==> config.mk <==
export PLATFORM = sky130hd
export DESIGN_NAME = uart_flow_ctl
export DESIGN_NICKNAME = d
export VERILOG_FILES = /design/src/rtl/uart_flow_ctl.sv
export SDC_FILE = /design/constraint.sdc
export NUM_CORES = 1
export LEC_CHECK = 0
export BUFFER_PORTS_ARGS = -buffer_cell sky130_fd_sc_hd__buf_2
export CAP_MARGIN = 20
export CORE_AREA = 2 2 39 41
export CTS_CLUSTER_DIAMETER = 150
export DETAILED_ROUTE_END_ITERATION = 16
export DIE_AREA = 0 0 41 43
export PLACE_DENSITY = 0.71
export SLEW_MARGIN = 20
export SYNTH_ARGS = -nofsm -noshare
export SYNTH_HDL_FRONTEND = slang
export SYNTH_SLANG_ARGS = --single-unit
==> constraint.sdc <==
create_clock -name clk -period 1.45 [get_ports clk]
set_input_delay 0.2175 -clock clk [delete_from_list [all_inputs] [get_ports clk]]
set_output_delay 0.2175 -clock clk [all_outputs]
set_load 0.01 [all_outputs]
==> src/rtl/uart_flow_ctl.sv <==
module uart_flow_ctl #(
  parameter int DEPTH = 16,
  localparam int LW = $clog2(DEPTH + 1)
) (
  input  logic          clk,
  input  logic          rst_n,
  input  logic          afc_en,
  input  logic          rts_sw,
  input  logic          fifo_en,
  input  logic          irda_en,
  input  logic [LW-1:0] rx_level,
  input  logic [1:0]    trig_sel,
  input  logic          cts_n,
  input  logic          tx_late_stop,
  input  logic          irq_clr,
  output logic          rts_n,
  output logic          tx_allow,
  output logic          modem_irq
);

  logic          auto_rts, auto_cts;
  logic [LW-1:0] trig, rel;
  logic          blocked_q;
  logic          cts_m, cts_s, cts_d;
  logic          allow_q;

  assign auto_rts = afc_en & rts_sw & fifo_en;
  assign auto_cts = auto_rts & ~irda_en;

  always_comb begin
    case (trig_sel)
      2'd0:    trig = LW'(1);
      2'd1:    trig = LW'(DEPTH / 4);
      2'd2:    trig = LW'(DEPTH / 2);
      default: trig = LW'(DEPTH - 2);
    endcase
    rel = (trig > LW'(2)) ? trig - LW'(2) : LW'(1);
  end

  always_ff @(posedge clk or negedge rst_n)
    if (!rst_n)                blocked_q <= 1'b0;
    else if (!auto_rts)        blocked_q <= 1'b0;
    else if (rx_level >= trig) blocked_q <= 1'b1;
    else if (rx_level < rel)   blocked_q <= 1'b0;

  assign rts_n = auto_rts ? blocked_q : ~rts_sw;

  always_ff @(posedge clk or negedge rst_n)
    if (!rst_n) {cts_m, cts_s, cts_d} <= 3'b111;
    else        {cts_m, cts_s, cts_d} <= {cts_n, cts_m, cts_s};

  always_ff @(posedge clk or negedge rst_n)
    if (!rst_n)             allow_q <= 1'b1;
    else if (!tx_late_stop) allow_q <= ~auto_cts | ~cts_s;

  assign tx_allow = allow_q;

  always_ff @(posedge clk or negedge rst_n)
    if (!rst_n)                        modem_irq <= 1'b0;
    else if (cts_d & ~cts_s & afc_en)  modem_irq <= 1'b1;
    else if (irq_clr)                  modem_irq <= 1'b0;

  a_r3_block_at_trigger: assert property (@(posedge clk) disable iff (!rst_n)
    (auto_rts && rx_level >= trig) |=> (rts_n || !auto_rts));

  a_r4_release_below: assert property (@(posedge clk) disable iff (!rst_n)
    (auto_rts && rx_level < rel) |=> (!rts_n || !auto_rts));

  a_r9_frozen_in_stop: assert property (@(posedge clk) disable iff (!rst_n)
    (tx_late_stop && $past(tx_late_stop)) |-> $stable(tx_allow));

  a_r2_irda_never_stalls: assert property (@(posedge clk) disable iff (!rst_n)
    (irda_en && !tx_late_stop) |=> tx_allow);

  a_r10_irq_sticky: assert property (@(posedge clk) disable iff (!rst_n)
    (modem_irq && !irq_clr) |=> modem_irq);

endmodule

==> metrics.csv <==
stage;metric;value;unit
setup_path;crit_required;1.60;ns
synth;synth_xor_area_share;0;%
run;drv_cap;0;
power;internal_power;0.346;mW
sta;rsz0062_at_grt;false;
setup_path;cpPeakStageDelay;0.25;ns
min_path;min_delay_path_depth;1;
setup_path;worstPathCellList;buf_4 -> inv_4 -> ha_4 -> inv_1 -> ha_1 -> nor2b_1 -> o31ai_1 -> a21oi_1 -> o21ba_1;
floorplanning;rows;14;
sta;setup_ws;0.0962;ns
power;power_density;704;mW/mm^2
routing;drt-total-wl;786;um
sta;finalHoldViolCount;0;
layout;syn_to_final_growth;43.5;%
routing;avgViaCountPerCell;4.46;
global_route;grt_pass1_wl;1210;um
global_route;antenna_found_initial;0;
global_route;grt_max_degree;7;
min_path;holdCritStartpoint;cts_n;
placed_design;placed_area;626;sq um
routing;routedWlPerCell;8.83;um
floorplanning;dieArea;0.00176;sq mm
placed_design;gp_congestion;0.735;
setup_path;critical-path-slowest-cell;ha_1;
routing;drt_iter0_drc;2;
setup_path;crit_arrival;1.50;ns
sta;final-max-slew-violation-count;0;
synth;ys_ff_latch;6;
placed_design;dp_worst_setup_slack;-0.250;ns
power;power_switching;0.121;mW
floorplanning;chipHeight;43;um
global_route;grt_overflow;0;
outcome;status;finished, final reports clean;
setup_path;ff2ff_setup_slack;0.54;ns
setup_path;reg2reg_depth;2;
synth;synth.area.mux_share;0;%
routing;final_antenna_net_count;0;
synth;ys_async_sr_fraction;100;%
setup_path;critPathBufInv;3;
synth;synth_area;463;sq um
layout;post-route-util;48.0;%
power;peakVddDrop;384;uV
synth;synth_compound_area_share;15.7;%
sta;fin_skew;0.0123;ns
layout;fin_nets;102;
synth;yosys_warnings;0;
min_path;hp-class;primary input to register;
setup_path;rr_endpoint;tx_allow$_DFFE_PN1N_;
power;finalPower;0.467;mW
global_route;grt_usage;10.0;%
synth;synthFlopType;dfstp_2;
clock_tree;clk_pin_slew;0.05;ns
clock_tree;cts_tree;built;
clock_tree;clkLatencyLatePin;0.25;ns
power;cellLeakagePower;0.346;nW
setup_path;startpoint_type;primary input;
routing;firstDrtPassIters;3;
floorplanning;start_util;33.5;%
power;swShare;26.0;%
synth;synth_cell_types;19;
min_path;holdPathEnd;cts_m$_DFF_PN1_;
sta;finalSetupViolations;0;
routing;vias;397;
clock_tree;cts_sinks;6;
synth;yosys.area_share.simple;11.1;%
clock_tree;htree_levels;1;
clock_tree;cts_root_buffer;clkbuf_4;
layout;drive_gt1_share;46.6;%
synth;synth_fa_ha_area_share;32.4;%
floorplanning;die_x;41;um
setup_path;worstSetupPathType;primary input to register;
floorplanning;io_pins;19;
sta;fin_crit;1.35;ns
synth;ys_seq_area_share;33.5;%
sta;min_period_over_period;93.4;%
floorplanning;coreArea;0.00138;sq mm
power;seqPwrFrac;39.2;%
sta;tns;0;ns
setup_path;critical-path-top-delay-family;adder cells;
synth;synth_top_family_by_area;adder cells;
placed_design;portBuffers;18;
sta;max_freq;739;MHz
clock_tree;cts_buffers;3;
setup_path;end_kind;register;
setup_path;reg2reg_from;cts_s$_DFF_PN1_;
synth;synth_cells;47;
synth;syn_nets;75;
synth;synth-edff-count;0;
setup_path;crit_fanout;3;
clock_tree;cts_buffer_depth;2;
global_route;grt_pass1_vias;350;
power;p_comb_share;24.3;%
layout;final_cell_area;664;sq um
synth;avgSynthCellArea;9.85;sq um
power;p_clk_share;36.6;%
placed_design;dpl.hpwl;695;um
routing;drcViolationCount;0;
layout;antenna_cells;0;
cells in the final DEF, fill, tap and decap left out, types with 2 or more instances in the layout:
master and instances:
nor2_1 3, buf_2 17, inv_1 6, buf_4 4, dfstp_2 4, ha_1 10, dfrtp_1 2, o21ai_0 4
ha_4 2, clkbuf_4 3, a21oi_1 2
per-stage QoR:
stage,cells,hold WS (ns)
floorplan,47,-0.0781
global placement,84,0.0422
detailed placement,84,0.0435
CTS,89,0.0698
global route,89,0.0641
finish,89,0.0752
how the worst max path moves through the flow:
stage | from | to | slack [ns] | cells after the start
floorplan | trig_sel[1] | blocked_q$_DFFE_PN0P_ | -0.01 | 8
CTS | trig_sel[0] | blocked_q$_DFFE_PN0P_ | 0.01 | 9
global route | trig_sel[0] | blocked_q$_DFFE_PN0P_ | 0.03 | 9
detailed placement | trig_sel[0] | blocked_q$_DFFE_PN0P_ | -0.25 | 9
finish | trig_sel[0] | blocked_q$_DFFE_PN0P_ | 0.1 | 9
global placement | trig_sel[0] | blocked_q$_DFFE_PN0P_ | -0.24 | 9
per-layer routing:
metal  vias to the layer above  GRT usage [%]  routed length, um
met4                         0           2.00                  0
met2                         9           15.6                383
met3                         0           4.71                 50
met1                       179           12.2                352
li1                        209              -                  -
met5                         -              0                  0
repair_timing:
item	in CTS	in global routing
resized for setup	0	1
setup buffers	0	0
endpoints found under the setup margin	0	1
hold endpoints to repair	6	0
hold buffers	1	0
power by group through the flow:
stage          logic (mW)  registers [mW]  clock network [mW]
4_1_cts             0.115           0.183               0.175
6_report            0.113           0.183               0.171
3_3_place_gp        0.110           0.185                   0
5_1_grt             0.134           0.183               0.185
3_5_place_dp        0.113           0.186                   0
2_1_floorplan      0.0604           0.186                   0
area by class of cell:
type | count | area [sq um]
timing repair buffer | 22 | 125
tap | 16 | 20.0
sequential | 6 | 155
clock buffer | 4 | 26.3
multi-input combinational | 33 | 305
fill | 129 | 719
inverter | 8 | 32.5
synthesized netlist by cell type (2+ instances only):
master / n / area share (%)
a21oi_1: 2 / 2.2
dfrtp_1: 2 / 11
dfstp_2: 4 / 23
ha_1: 12 / 32
inv_1: 8 / 6.5
nor2_1: 3 / 2.4
o21ai_0: 4 / 4.3
cell families (layout without fill, tap and decap cells):
family                   after synthesis  in the layout
AND/OR/NAND/NOR                        9              9
adder cells (fa/ha/maj)               12             12
other                                  1              1
buffers and inverters                  8             34
flip-flops                             6              6
AO/OA/AOI/OAI                         11             11
sequential cells by signal, indices dropped and copies added, names as in the netlist:
signal / cells
blocked_q: 1
cts_d: 1
cts_m: 1
cts_s: 1
modem_irq: 1
tx_allow: 1
Power figures use the tool's default switching activity.
